$ cat src/rtl/irq_arb_pkg.sv
package irq_arb_pkg;
    typedef enum logic [1:0] {
        MODE_RUN  = 2'b00,
        MODE_WAIT = 2'b01,
        MODE_STOP = 2'b10
    } cpu_mode_e;

    function automatic logic is_stop(input logic [1:0] m);
        return m[1];
    endfunction

    function automatic logic is_wait(input logic [1:0] m);
        return (m == MODE_WAIT);
    endfunction

    function automatic logic is_run(input logic [1:0] m);
        return (m == MODE_RUN);
    endfunction
endpackage

$ cat src/rtl/irq_prio_enc.sv
module irq_prio_enc #(
    parameter int N     = 8,
    parameter int IDX_W = $clog2(N)
) (
    input  logic [N-1:0]     req,
    output logic             hit,
    output logic [IDX_W-1:0] idx
);
    // Later (higher) indices overwrite earlier ones: highest index wins.
    always_comb begin
        hit = 1'b0;
        idx = '0;
        for (int i = 0; i < N; i++) begin
            if (req[i]) begin
                hit = 1'b1;
                idx = IDX_W'(i);
            end
        end
    end
endmodule

$ cat src/rtl/irq_wake_unit.sv
module irq_wake_unit
    import irq_arb_pkg::*;
#(
    parameter int               N_SRC      = 8,
    parameter logic [N_SRC-1:0] ASYNC_MASK = '1
) (
    input  logic             clk,
    input  logic             rst_n,
    input  logic [N_SRC-1:0] req_i,
    input  logic             xreq_i,
    input  logic             cpu_ibit,
    input  logic             cpu_xbit,
    input  logic [1:0]       cpu_mode,
    output logic             wake_o,
    output logic             resume_next_o
);
    logic wait_wake_d, wait_wake_q;
    logic i_qual, i_async_qual, stop_wake;

    always_comb begin
        i_qual       = (|req_i) & ~cpu_ibit;
        i_async_qual = (|(req_i & ASYNC_MASK)) & ~cpu_ibit;
        stop_wake    = xreq_i | i_async_qual;
        wait_wake_d  = is_wait(cpu_mode) & (xreq_i | i_qual);
    end

    always_ff @(posedge clk or negedge rst_n) begin
        if (!rst_n) wait_wake_q <= 1'b0;
        else        wait_wake_q <= wait_wake_d;
    end

    assign wake_o        = is_stop(cpu_mode) ? stop_wake : wait_wake_q;
    assign resume_next_o = ~is_run(cpu_mode) & xreq_i & cpu_xbit;

    // in stop mode a synchronous-only line never wakes the part
    p_stop_async_r10: assert property (@(posedge clk) disable iff (!rst_n)
        (is_stop(cpu_mode) && !xreq_i && ((req_i & ASYNC_MASK) == '0)) |-> !wake_o);
    // I-masked wait with no X request gives no wake one cycle later
    p_wait_mask_r9: assert property (@(posedge clk) disable iff (!rst_n)
        (is_wait(cpu_mode) && cpu_ibit && !xreq_i) |=> (!is_wait(cpu_mode) || !wake_o || $past(!cpu_ibit)));
    // resume flag never raised in run mode
    p_resume_run_r11: assert property (@(posedge clk) disable iff (!rst_n)
        is_run(cpu_mode) |-> !resume_next_o);
endmodule

$ cat src/rtl/irq_arbiter_wake.sv
module irq_arbiter_wake
    import irq_arb_pkg::*;
#(
    parameter int                N_SRC        = 8,
    parameter int                ADDR_W       = 16,
    parameter logic [ADDR_W-1:0] DEFAULT_BASE = 16'hFF80,
    parameter logic [N_SRC-1:0]  ASYNC_MASK   = 8'h0F
) (
    input  logic              clk,
    input  logic              rst_n,
    input  logic              base_we,
    input  logic [ADDR_W-1:0] base_wdata,
    input  logic [N_SRC-1:0]  req_i,
    input  logic              xreq_i,
    input  logic              cpu_ibit,
    input  logic              cpu_xbit,
    input  logic [1:0]        cpu_mode,
    input  logic              irq_ack,
    output logic              irq_o,
    output logic [ADDR_W-1:0] vec_o,
    output logic              wake_o,
    output logic              resume_next_o
);
    localparam int                IDX_W = (N_SRC > 1) ? $clog2(N_SRC) : 1;
    localparam logic [ADDR_W-1:0] X_OFS = ADDR_W'(2 * N_SRC);

    typedef struct packed {
        logic              irq;
        logic              xsel;
        logic [ADDR_W-1:0] vec;
        logic [ADDR_W-1:0] base;
    } arb_st_t;

    arb_st_t st_d, st_q;

    logic             i_hit;
    logic [IDX_W-1:0] i_idx;
    logic             x_win;

    irq_prio_enc #(.N(N_SRC), .IDX_W(IDX_W)) u_enc (
        .req (req_i & {N_SRC{~cpu_ibit}}),
        .hit (i_hit),
        .idx (i_idx)
    );

    irq_wake_unit #(.N_SRC(N_SRC), .ASYNC_MASK(ASYNC_MASK)) u_wake (
        .clk           (clk),
        .rst_n         (rst_n),
        .req_i         (req_i),
        .xreq_i        (xreq_i),
        .cpu_ibit      (cpu_ibit),
        .cpu_xbit      (cpu_xbit),
        .cpu_mode      (cpu_mode),
        .wake_o        (wake_o),
        .resume_next_o (resume_next_o)
    );

    always_comb begin
        st_d  = st_q;
        x_win = xreq_i & ~cpu_xbit;
        if (base_we) st_d.base = base_wdata;
        if (st_q.irq) begin
            if (irq_ack) st_d.irq = 1'b0;
        end else if (is_run(cpu_mode)) begin
            if (x_win) begin
                st_d.irq  = 1'b1;
                st_d.xsel = 1'b1;
                st_d.vec  = st_q.base + X_OFS;
            end else if (i_hit) begin
                st_d.irq  = 1'b1;
                st_d.xsel = 1'b0;
                st_d.vec  = st_q.base + ADDR_W'({i_idx, 1'b0});
            end
        end
    end

    always_ff @(posedge clk or negedge rst_n) begin
        if (!rst_n) begin
            st_q.irq  <= 1'b0;
            st_q.xsel <= 1'b0;
            st_q.vec  <= '0;
            st_q.base <= DEFAULT_BASE;
        end else begin
            st_q <= st_d;
        end
    end

    assign irq_o = st_q.irq;
    assign vec_o = st_q.vec;

    // held until acknowledged
    p_hold_r7: assert property (@(posedge clk) disable iff (!rst_n)
        (irq_o && !irq_ack) |=> (irq_o && $stable(vec_o)));
    // acknowledge drops the interrupt
    p_ack_drop_r7: assert property (@(posedge clk) disable iff (!rst_n)
        (irq_o && irq_ack) |=> !irq_o);
    // takes only happen from run mode
    p_run_only_r8: assert property (@(posedge clk) disable iff (!rst_n)
        $rose(irq_o) |-> $past(is_run(cpu_mode)));
    // an X take needs a clear X bit
    p_xmask_r5: assert property (@(posedge clk) disable iff (!rst_n)
        ($rose(irq_o) && st_q.xsel) |-> $past(xreq_i && !cpu_xbit));
    // a maskable take needs a clear I bit
    p_imask_r3: assert property (@(posedge clk) disable iff (!rst_n)
        ($rose(irq_o) && !st_q.xsel) |-> $past(!cpu_ibit && (req_i != '0)));
endmodule

$ cat config.mk
export PLATFORM = sky130hd
export DESIGN_NAME = irq_arbiter_wake
export DESIGN_NICKNAME = d
export VERILOG_FILES = /design/src/rtl/irq_arb_pkg.sv /design/src/rtl/irq_prio_enc.sv /design/src/rtl/irq_wake_unit.sv /design/src/rtl/irq_arbiter_wake.sv
export SDC_FILE = /design/constraint.sdc
export NUM_CORES = 1
export LEC_CHECK = 0
export BUFFER_PORTS_ARGS = -buffer_cell sky130_fd_sc_hd__buf_2
export CORE_MARGIN = 1.5
export CORE_UTILIZATION = 48
export CTS_BUF_LIST = sky130_fd_sc_hd__clkbuf_8 sky130_fd_sc_hd__clkbuf_16
export DETAILED_ROUTE_END_ITERATION = 16
export GPL_ROUTABILITY_DRIVEN = 1
export GPL_TIMING_DRIVEN = 0
export PLACE_DENSITY = 0.86
export SLEW_MARGIN = 15
export SYNTH_ARGS = -nofsm -noshare
export SYNTH_HDL_FRONTEND = slang
export SYNTH_HIERARCHICAL = 1
export SYNTH_SLANG_ARGS = --single-unit
$ cat constraint.sdc
create_clock -name clk -period 2.1 [get_ports clk]
set_clock_uncertainty 0.2 [all_clocks]
set_input_delay 0.105 -clock clk [delete_from_list [all_inputs] [get_ports clk]]
set_output_delay 0.105 -clock clk [all_outputs]
set_load 0.01 [all_outputs]
=== After elaboration in Yosys (flattened, before gate mapping) ===
Cells that the tools add are included.

* Input bits: 33
* Register bits: 35
* Word-level logic and storage cells: 47
* Output and inout port bits: 19

* Eq/ne operators: 1
* Muxes and demuxes: 21
* Reduce and logical (&&, ||, !) cells: 5
* Bitwise operators: 13
* Add/subtract/negate cells: 2

{| class="wikitable"
|+ Operator list
! operator !! number
|-
| 18-bit two-way mux || 3
|-
| 16-bit by 4-bit adder with 16-bit output || 1
|-
| 16-bit by 5-bit adder with 16-bit output (second input constant) || 1
|-
| 1-bit two-way mux || 12
|-
| 3-bit two-way mux || 4
|-
| 8-bit AND || 1
|-
| 8-bit OR reduction || 1
|-
| 1-bit AND || 6
|-
| 2-bit two-way mux || 2
|-
| 1-bit inverter || 4
|-
| 4-bit OR reduction || 1
|-
| 3-bit AND reduction || 1
|-
| 2-bit by 1-bit == test with 1-bit output (second input constant) || 1
|-
| 2-bit zero test || 1
|-
| 1-bit bitwise OR || 2
|-
| 2-bit nonzero test || 1
|}

=== Depth between registers and ports, before layout ===
Gate-level depths: netlist of the first run.

* Depth in word-level cells: 14
* Gate-level depth with buffers: 11
* Gate-level depth less buffers: 11

=== Cells and area by module ===
Netlist of the first run, hierarchy kept.

{| class="wikitable"
|+ Modules (own cells, without submodules)
! module !! cells an instance !! seq. area each (um^2) !! area an instance (um^2) !! instances
|-
| irq_arbiter_wake || 189 || 837.1 || 1,875.5 || 1
|-
| irq_wake_unit || 12 || 25.0 || 100.1 || 1
|-
| irq_prio_enc || 12 || 0.0 || 57.6 || 1
|}

=== Worst setup path before layout of the first run ===
OpenSTA, ideal clock, no wires.

* Kind: input -> register
* Start point: input req_i[1]
* End point: register st_q (netlist bit vec_o[13])
* Path slack: -0.325 ns
* Library setup time: 0.082 ns
* Arrival: 2.144 ns
* Stages: 10
* Data required time: 1.818 ns
* Path buffers: 0
* Path through: nor2b_1 > a21oi_1 > o31ai_1 > ha_1 > inv_1 > fa_1 > and2b_1 > nor3_1 > or4_1 > a31oi_1

* Cells in the longest elaborated chain, start to end: 11
* Elaborated cells between the ends (all ways): 20
* Those cells by class: add/sub (1); mux (16); bitwise (1); reduce/logical (2)

{| class="wikitable"
|+ Ends and longest elaborated chain
! what !! RTL line !! RTL
|-
| start, declared || irq_arbiter_wake.sv:13 || <nowiki>input logic [N_SRC-1:0] req_i,</nowiki>
|-
| 8-bit AND || irq_arbiter_wake.sv:41 || <nowiki>.req (req_i & {N_SRC{~cpu_ibit}}),</nowiki>
|-
| 1-bit two-way mux || irq_prio_enc.sv:14 || <nowiki>if (req[i]) begin</nowiki>
|-
| 2-bit two-way mux (2 in series) || irq_prio_enc.sv:14 ||
|-
| 3-bit two-way mux (4 in series) || irq_prio_enc.sv:14 ||
|-
| net i_idx[0] || irq_arbiter_wake.sv:37 || <nowiki>logic [IDX_W-1:0] i_idx;</nowiki>
|-
| 16-bit by 4-bit adder with 16-bit output || irq_arbiter_wake.sv:72 || <nowiki>st_d.vec = st_q.base + ADDR_W'({i_idx, 1'b0});</nowiki>
|-
| 18-bit two-way mux || irq_arbiter_wake.sv:69 || <nowiki>end else if (i_hit) begin</nowiki>
|-
| 18-bit two-way mux || irq_arbiter_wake.sv:65 || <nowiki>if (x_win) begin</nowiki>
|-
| end signal, assigned || irq_arbiter_wake.sv:84 || <nowiki>st_q <= st_d;</nowiki>
|-
| end, declared || irq_arbiter_wake.sv:34 || <nowiki>arb_st_t st_d, st_q;</nowiki>
|}

The timed path passes the listed nets, and every way through them passes these cells. The select of a mux whose other input is x is not followed.
A chain may end at the register's enable or synchronous reset.

=== Worst setup path in the final report of the first run ===
* Start point: input cpu_ibit
* End point: register st_q (netlist bit vec_o[13])

* Cells in the longest elaborated chain, start to end: 12
* Elaborated cells between the ends (all ways): 22
* Those cells by class: add/sub (1); mux (17); bitwise (2); reduce/logical (2)

{| class="wikitable"
|+ Ends and longest elaborated chain
! what !! RTL line !! RTL
|-
| start, declared || irq_arbiter_wake.sv:15 || <nowiki>input logic cpu_ibit,</nowiki>
|-
| 1-bit inverter * || irq_arbiter_wake.sv:41 ||
|-
| 8-bit AND * || irq_arbiter_wake.sv:41 ||
|-
| 1-bit two-way mux || irq_prio_enc.sv:14 ||
|-
| 2-bit two-way mux (2 in series) || irq_prio_enc.sv:14 ||
|-
| 3-bit two-way mux (3 in series) || irq_prio_enc.sv:14 ||
|-
| 3-bit two-way mux * || irq_prio_enc.sv:14 ||
|-
| net i_idx[0] || irq_arbiter_wake.sv:37 ||
|-
| 16-bit by 4-bit adder with 16-bit output * || irq_arbiter_wake.sv:72 ||
|-
| 18-bit two-way mux * || irq_arbiter_wake.sv:69 ||
|-
| 18-bit two-way mux * || irq_arbiter_wake.sv:65 ||
|}

Mark *: on every way through the listed nets, which the timed path passes. The rest lies on a longest branch. The select of a mux whose other input is x is not followed.

==> results of run 1 <==
## kinds of logic after synthesis
group,after synthesis,share of synthesized area [%]
flip-flops,34,42.4
multiplexers,12,6.65
XOR/XNOR,6,2.58
AO/OA/AOI/OAI,55,17.3
buffers and inverters,35,10.3
adder cells (fa/ha/maj),5,3.45
AND/OR/NAND/NOR,66,17.3
## final timing paths
check / start / end / slack, ps
max: cpu_ibit / vec_o[13]$_DFFE_PN0P_ / -160
min reg2reg: st_q[0]$_DFFE_PN0P_ / vec_o[0]$_DFFE_PN0P_ / 280
max in group asynchronous: rst_n / st_q[6]$_DFFE_PN0P_ / 1010
min: base_we / st_q[7]$_DFFE_PN1P_ / 10
max reg2reg: st_q[1]$_DFFE_PN0P_ / vec_o[13]$_DFFE_PN0P_ / -110
min in group asynchronous: rst_n / vec_o[12]$_DFFE_PN0P_ / 220
## metal layers
| layer | global-route usage, % | wire, microns | up-vias |
|---|---|---|---|
| li1 | - | - | 912 |
| met1 | 29.6 | 2170 | 857 |
| met2 | 39.1 | 2370 | 49 |
| met3 | 4.77 | 181 | 6 |
| met4 | 8.25 | 72 | 0 |
| met5 | 0 | 0 | - |
## through the flow
stage               instances  total power, mW  TNS [ps]  util [%]  setup WS, ps
global placement          313             1.51     -3310      59.2          -578
global route              348             2.21     -1150      69.8          -227
floorplan                 213             1.31      -611         -          -255
CTS                       345             2.05      -494      67.9          -188
detailed placement        313             1.53     -3570      59.2          -617
finish                    348             2.07      -536      69.8          -160
## where the power goes
| group | switching (mW) | internal (mW) | total [mW] |
|---|---|---|---|
| sequential | 0.0854 | 0.787 | 0.872 |
| clock | 0.211 | 0.257 | 0.469 |
| combinational | 0.332 | 0.398 | 0.730 |
## placed cells by master (no fill, tap or decap), types with 8 or more instances in the layout
cell type,count
a21oi_1,8
buf_2,48
buf_4,23
dfrtp_1,25
dfstp_2,9
dlygate4sd3_1,21
inv_1,12
mux2_1,12
nand2_1,16
nor2_1,15
o21ai_1,9
## registers in the layout, indices dropped and copies added (netlist names)
| name | flops |
|---|---|
| u_wake/wait_wake_q | 1 |
| irq_o | 1 |
| st_q | 16 |
| vec_o | 16 |
## final cells by class
| type | count | share of cell area [%] |
|---|---|---|
| plain buffers | 23 | 5.92 |
| clock buffers | 6 | 2.94 |
| repair buffers | 77 | 18.7 |
| inverters | 12 | 1.65 |
| flip-flops and latches | 34 | 30.7 |
| clock inverters | 2 | 0.267 |
| multi-input cells | 144 | 37.6 |
| well taps | 50 | 2.23 |
## worst max-delay path: cells and delay by family
family	cells	cell delay [ps]
buffers and inverters	2	170
adder cells (fa/ha/maj)	2	590
AND/OR/NAND/NOR	4	920
AO/OA/AOI/OAI	3	470
## what timing repair did
action	CTS	global route
setup endpoints to repair	6	10
hold buffers	21	0
endpoints found under the hold margin	45	0
gates resized for setup	5	13
buffers inserted	3	3
pin swaps	6	6
==> run summary, run 1 <==
CP max FO - 9
Leak - 1.29 nW
vias in the first global route - 1,728
final period utilization - 108%
Top Ports - 52
CTS Buffer Depth - 2
Nets - 335
ys flop type - dfrtp_1
CTS root buffer - clkbuf_8
Worst-path clk slew - 70 ps
FP Rows - 23
hold path depth - 3
CP Cell Sequence - buf_12 -> nor2b_4 -> a21oi_2 -> o31ai_2 -> ha_2 -> inv_2 -> fa_2 -> and2b_2 -> nor3_2 -> or4_1 -> a31oi_1
fill cell count - 318
CP endpoint kind - register
Antenna diodes - 0
status - complete, but fails checks
die height - 68.1 microns
required time worst endpoint - 2090 ps
Area after DPL - 2390 sq um
Initial Util - 50.5%
hpwl dp - 3.33 mm
via count - 1,824
yosys synthesis warning count - 6
unrepaired setup endpoints after global routing - yes
Hold Crit Class - in2reg
Post-Syn Area - 2030 sq um
Crit-path slowest cell - or4_1
gr ovfl total - 0
Yosys reg bits - 34
top cells by count, synth - 25 x dfrtp_1, 17 x buf_4, 16 x nand2_1
antenna-violating nets left - 0
global-route wire length before repair - 7.85 mm
Syn Area/Cell - 9.55 sq um
first-pass iteration count of the detailed router - 4
critical path class - in2reg
GR Util All Layers - 23.2%
Num CTS Buffers - 5
layout cell share with drive strength beyond 1 - 38.6%
WL/cell - 13.8 microns
die area - 4640 sq um
Layout area overhead - 38.3%
worst hold margin - 10.5 ps
Synth area leaders - dfrtp_1 31%, dfstp_2 12%, mux2_1 6.6%
worst skew pair latency - 270 ps
distinct cell type count of the synthesized netlist - 45
r2r worst-path depth - 7
storage element area - 862 sq um
Arr. time, crit path - 2250 ps
Syn Inst Count - 213
failing checks - negative setup slack
multi-input logic area - 1060 sq um
CP Launch Type - primary input
Design Area, Final - 2810 sq um
most numerous cell in the Yosys netlist - dfrtp_1
Finish-stage setup viols - 5
FFs w/ async S/R, synth - 100%
Post-synth EDFFs - 0
Worst IR Drop VDD - 0.000477 V
WL final - 4.79 mm
die width - 68.1 microns
Fin. Hold Viols - 0
vias per cell - 5.24
Yosys top cell area share - 30.8%
Core Area - 4030 sq um
CTS tree - done
Worst Tran Pin Value - 721 ps
fin crit period - 2260 ps
Relative slew margins - 51.9%
clk sinks - 34
Peak Freq - 442 MHz
post-synthesis net count - 251
initial DRC count - 138
GPL Wtd Cong - 0.884
Max Slew Vio Count - 0
Final Worst Setup Slack - -160 ps
H-Tree Depth - 2
initial antenna violation count - 0
Max stage delay on crit path - 480 ps
DRC Markers - 0
pin count of the biggest net entering global routing - 35
Port Buffers - 50
maxcap violations - 0
Power Density - 737 nW/um^2
biggest area consumer among synthesized cells - dfrtp_1
sequential cell area fraction in the yosys report - 42.4%
Power figures use the tool's default switching activity.
==> inputs of run 2 (changes only) <==
Settings changed: CORE_UTILIZATION 48 to 50.
Clock period 2.1 ns to 2.7 ns, I/O delays scaled along.
==> run 2 against run 1 <==
Compared with the run above:
- the flow now finishes without violations
- register-to-register slack better by 430 ps
- sequential share of layout area up 1.9 points
- via count down 0.66%
- critical path depth unchanged
- total power down 23%
- sequential power down 22%
- first-iteration DRC count down 30%
==> run summary, run 2 (synthesis gave the netlist of run 1 again) <==
final period utilization - 94.2%
GPL Wtd Cong - 0.908
clk sinks - 34
die height - 66.8 microns
Nets - 329
Worst IR Drop VDD - 0.000427 V
gr ovfl total - 0
required time worst endpoint - 2720 ps
initial DRC count - 97
CP max FO - 9
critical path class - in2reg
Worst Setup SP - cpu_ibit
die area - 4460 sq um
worst hold margin - 15.6 ps
fin crit period - 2540 ps
clock share of power - 24.9%
first-pass iteration count of the detailed router - 4
H-Tree Depth - 2
die width - 66.8 microns
Finish-stage setup viols - 0
Arr. time, crit path - 2560 ps
Sequential Power Share - 42.6%
CTS tree - done
layout cell share with drive strength beyond 1 - 31.2%
DRC Markers - 0
Port Buffers - 50
Power Density - 602 nW/um^2
CP Launch Type - primary input
WL/cell - 14.0 microns
hpwl dp - 3.43 mm
placed cell count - 311
fill cell count - 297
GR Util All Layers - 24.5%
worst r2r src - st_q[1]$_DFFE_PN0P_
Internal Power - 1.09 mW
FP Rows - 22
Top Ports - 52
Initial Util - 53.9%
Worst Tran Pin Value - 703 ps
Num CTS Buffers - 5
Peak Freq - 393 MHz
CTS Buffer Depth - 2
WL final - 4.77 mm
Core Area - 3770 sq um
setup repair bufs after CTS - 0
status - complete, no violations
via count - 1,812
Sw Ratio - 31.3%
maxcap violations - 0
Relative slew margins - 53.1%
Leak - 1.21 nW
vias per cell - 5.33
CTS root buffer - clkbuf_8
worst skew pair latency - 290 ps
unrepaired setup endpoints after global routing - no
CP endpoint kind - register
pin count of the biggest net entering global routing - 35
Worst-path clk slew - 70 ps
Max Slew Vio Count - 0
Layout area overhead - 30.3%
fin cells - 340
most frequent cells in the layout - 50 x buf_2, 25 x dfrtp_1, 21 x dlygate4sd3_1, 17 x buf_4, 16 x nand2_1
antenna-violating nets left - 0
commonest non-fill, non-tap cell in the layout - buf_2
Hold Crit Class - in2reg
global-route wire length before repair - 8.01 mm
sw power - 500 uW
Antenna diodes - 0
initial antenna violation count - 0
Fin. Hold Viols - 0
vias in the first global route - 1,687
Comb pwr share - 32.5%
hold_sp - base_we
## run 2: routing by layer
layer	global-route usage [%]	vias up	part of all wire, %
li1	-	904	-
met1	31.6	841	44
met2	39.9	59	48
met3	6.08	8	5.4
met4	9.18	0	1.9
met5	0	-	0
## run 2: final cells by class
type / count / area [sq um] / share of cell area, %
repair buffers: 71 / 460 / 17.4
plain buffers: 23 / 165 / 6.23
clock buffers: 6 / 82.6 / 3.12
inverters: 12 / 45.0 / 1.70
flip-flops and latches: 34 / 862 / 32.5
clock inverters: 2 / 12.5 / 0.472
well taps: 48 / 60.1 / 2.27
multi-input cells: 144 / 962 / 36.3
## run 2: worst max-delay path, cell delays in order
cell and delay, ps:
buf_2 150, nor2b_1 180, a21oi_1 100, o31ai_1 220, ha_1 230, inv_1 60
fa_1 400, and2b_2 320, nor3_1 90, or4_1 490, a31oi_1 170
## run 2: final timing paths
path | end | slack [ps] | cells past startpoint
max in group asynchronous | vec_o[1]$_DFFE_PN0P_ | 1630 | 2
min in group asynchronous | vec_o[12]$_DFFE_PN0P_ | 220 | 2
worst min register to register | vec_o[0]$_DFFE_PN0P_ | 280 | 2
worst min-delay path | st_q[11]$_DFFE_PN1P_ | 20 | 3
worst max register to register | vec_o[13]$_DFFE_PN0P_ | 320 | 7
worst max-delay path | vec_o[13]$_DFFE_PN0P_ | 160 | 11
## run 2: what timing repair did
item                                    4_1_cts  5_1_grt
endpoints found under the hold margin        43        0
endpoints found under the setup margin        0        1
hold buffers                                 21        0
resized for setup                             0        1
## run 2: stage by stage
stage	util (%)	setup WS [ps]	power, mW	setup TNS (ps)	cell area (sq um)
finish	70.3	158	1.59	0	2650
detailed placement	62.1	-178	1.18	-263	2340
global placement	62.1	-106	1.16	-134	2340
global route	70.3	61.0	1.70	0	2650
floorplan	-	245	1.01	0	2030
CTS	70.2	118	1.59	0	2650
## run 2: power by group through the flow
stage | sequential [mW] | clock [mW] | combinational, mW
final | 0.679 | 0.397 | 0.518
after CTS | 0.679 | 0.391 | 0.518
after global placement | 0.682 | 0 | 0.480
after floorplan | 0.666 | 0 | 0.346
after detailed placement | 0.688 | 0 | 0.490
after global routing | 0.693 | 0.425 | 0.578
==> inputs of run 3 (changes only) <==
Settings changed: CTS_BUF_LIST sky130_fd_sc_hd__clkbuf_8 sky130_fd_sc_hd__clkbuf_16 to not set, REMOVE_ABC_BUFFERS set to 1.
==> run 3 against run 2 <==
Compared with the run above:
- non-clock buffer count shrank 22
- critical path type unchanged
- global-route usage decreased by 1.7 points
- maximum frequency up 2.8%
- cell count fell by 6.5%
- clock power is 5.0% lower
- combinational power fell by 18%
- utilization decreased by 4.3 points
- via count shrank 4.2%
- hold slack better by 21 ps
- register-to-register slack is essentially flat
- total power down 7.5%
- first-iteration DRC count fell by 6.2%
==> run summary, run 3 (synthesis gave the netlist of run 1 again) <==
first-pass iteration count of the detailed router - 4
CTS Buffer Depth - 2
final period utilization - 91.6%
Worst-path clk slew - 60 ps
Relative slew margins - 34.9%
Power Density - 593 nW/um^2
Internal Power - 1.01 mW
layout cell share with drive strength beyond 1 - 26.7%
worst r2r src - st_q[1]$_DFFE_PN0P_
initial DRC count - 91
flop2flop setup slack - 320 ps
CTS tree - done
gr ovfl total - 0
Num CTS Buffers - 5
CTS root buffer - clkbuf_8
Nets - 307
Area after DPL - 2180 sq um
via count - 1,735
Sw Ratio - 31.4%
die width - 66.8 microns
Worst Setup SP - cpu_ibit
pin count of the biggest net entering global routing - 35
hpwl dp - 3.20 mm
FP Rows - 22
Antenna diodes - 0
Finish-stage setup viols - 0
required time worst endpoint - 2710 ps
r2r worst-path depth - 7
Comb pwr share - 28.7%
sw power - 463 uW
unrepaired setup endpoints after global routing - no
Hold Crit Class - in2reg
H-Tree Depth - 2
GPL Wtd Cong - 0.880
CP endpoint kind - register
antenna-violating nets left - 0
Crit Reg-Reg Endpoint - vec_o[13]$_DFFE_PN0P_
vias per cell - 5.46
clk sinks - 34
busiest grt layer - met2
Core Area - 3770 sq um
Fin. Hold Viols - 0
setup TNS - 0 ps
Leak - 1.11 nW
critical path class - in2reg
Tot Pwr - 1.48 mW
clock share of power - 25.5%
Worst IR Drop VDD - 0.000369 V
vias in the first global route - 1,616
GR Util All Layers - 22.8%
initial antenna violation count - 0
CP Launch Type - primary input
die height - 66.8 microns
fill cell count - 317
Layout area overhead - 22.3%
Peak Freq - 404 MHz
WL/cell - 14.3 microns
most frequent cells in the layout - 51 x buf_2, 25 x dfrtp_1, 21 x dlygate4sd3_1, 16 x nand2_1, 15 x nor2_1
worst skew pair latency - 280 ps
Worst Tran Pin Value - 969 ps
Design Area, Final - 2490 sq um
DRC Markers - 0
maxcap violations - 0
Top Ports - 52
WL final - 4.56 mm
die area - 4460 sq um
Initial Util - 53.9%
commonest non-fill, non-tap cell in the layout - buf_2
Worst Setup EP - vec_o[13]$_DFFE_PN0P_
Port Buffers - 51
GR Util met3 - 5.07%
GR Layer Usage met1 - 29.1%
fin crit period - 2470 ps
global-route wire length before repair - 7.38 mm
met2 Usage GRT - 35.8%
status - complete, no violations
Arr. time, crit path - 2480 ps
Sequential Power Share - 45.8%
CP max FO - 9
Max Slew Vio Count - 0
## run 3: changes by cell type in the layout (fill, tap and decap cells not counted), sizes merged
cell / before / now
buf: 69 / 51
clkinvlp: 1 / 0
clkbuf: 10 / 7
## run 3: worst min path at each step
stage,from,to,slack (ps),depth (start not counted)
5_1_grt,cpu_mode[1],vec_o[3]$_DFFE_PN0P_,70,3
4_1_cts,cpu_mode[1],vec_o[1]$_DFFE_PN0P_,20,3
6_report,cpu_mode[1],vec_o[1]$_DFFE_PN0P_,40,3
3_3_place_gp,rst_n,vec_o[12]$_DFFE_PN0P_,30,1
2_1_floorplan,rst_n,irq_o$_DFF_PN0_,-360,0
3_5_place_dp,rst_n,vec_o[0]$_DFFE_PN0P_,30,1
## run 3: layer usage
layer,wire length [microns],vias up
li1,-,860
met1,1940,811
met2,2260,57
met3,268,7
met4,102,0
met5,0,-
## run 3: timing repair
| action | in CTS | in global routing |
|---|---|---|
| setup endpoints to repair | 0 | 1 |
| hold buffers | 21 | 0 |
| hold endpoints to repair | 45 | 0 |
| resized for setup | 0 | 1 |
| buffers inserted | 0 | 0 |
## run 3: final cells by class
| class | instances | area [sq um] | area share (%) |
|---|---|---|---|
| Multi-Input combinational cell | 144 | 962 | 38.7 |
| Sequential cell | 34 | 862 | 34.7 |
| Timing Repair Buffer | 72 | 465 | 18.7 |
| Clock buffer | 7 | 86.3 | 3.47 |
| Tap cell | 48 | 60.1 | 2.42 |
| Inverter | 12 | 45.0 | 1.81 |
| Clock inverter | 1 | 5.00 | 0.201 |
## run 3: power groups by stage
stage | Sequential, mW | Clock (mW) | Combinational, mW
floorplan | 0.705 | 0 | 0.203
CTS | 0.674 | 0.389 | 0.420
global placement | 0.680 | 0 | 0.380
detailed placement | 0.683 | 0 | 0.395
finish | 0.675 | 0.377 | 0.423
global route | 0.687 | 0.412 | 0.470
## run 3: metrics by stage
| step | util (%) | setup slack (ps) | cells | hold slack [ps] |
|---|---|---|---|---|
| after floorplan | - | 245 | 190 | -361 |
| after global placement | 57.9 | -94.9 | 289 | 32.0 |
| after detailed placement | 57.9 | -121 | 289 | 27.7 |
| after CTS | 65.9 | 171 | 318 | 20.0 |
| after global routing | 65.9 | 43.9 | 318 | 72.1 |
| final | 65.9 | 228 | 318 | 36.2 |
## run 3: critical path, cell delays in order
cell     delay (ps)
buf_2           150
nor2b_1         160
a21oi_1          90
o31ai_1         200
ha_1            240
inv_1            70
fa_1            400
and2b_2         310
nor3_1           90
or4_1           480
a31oi_1         160
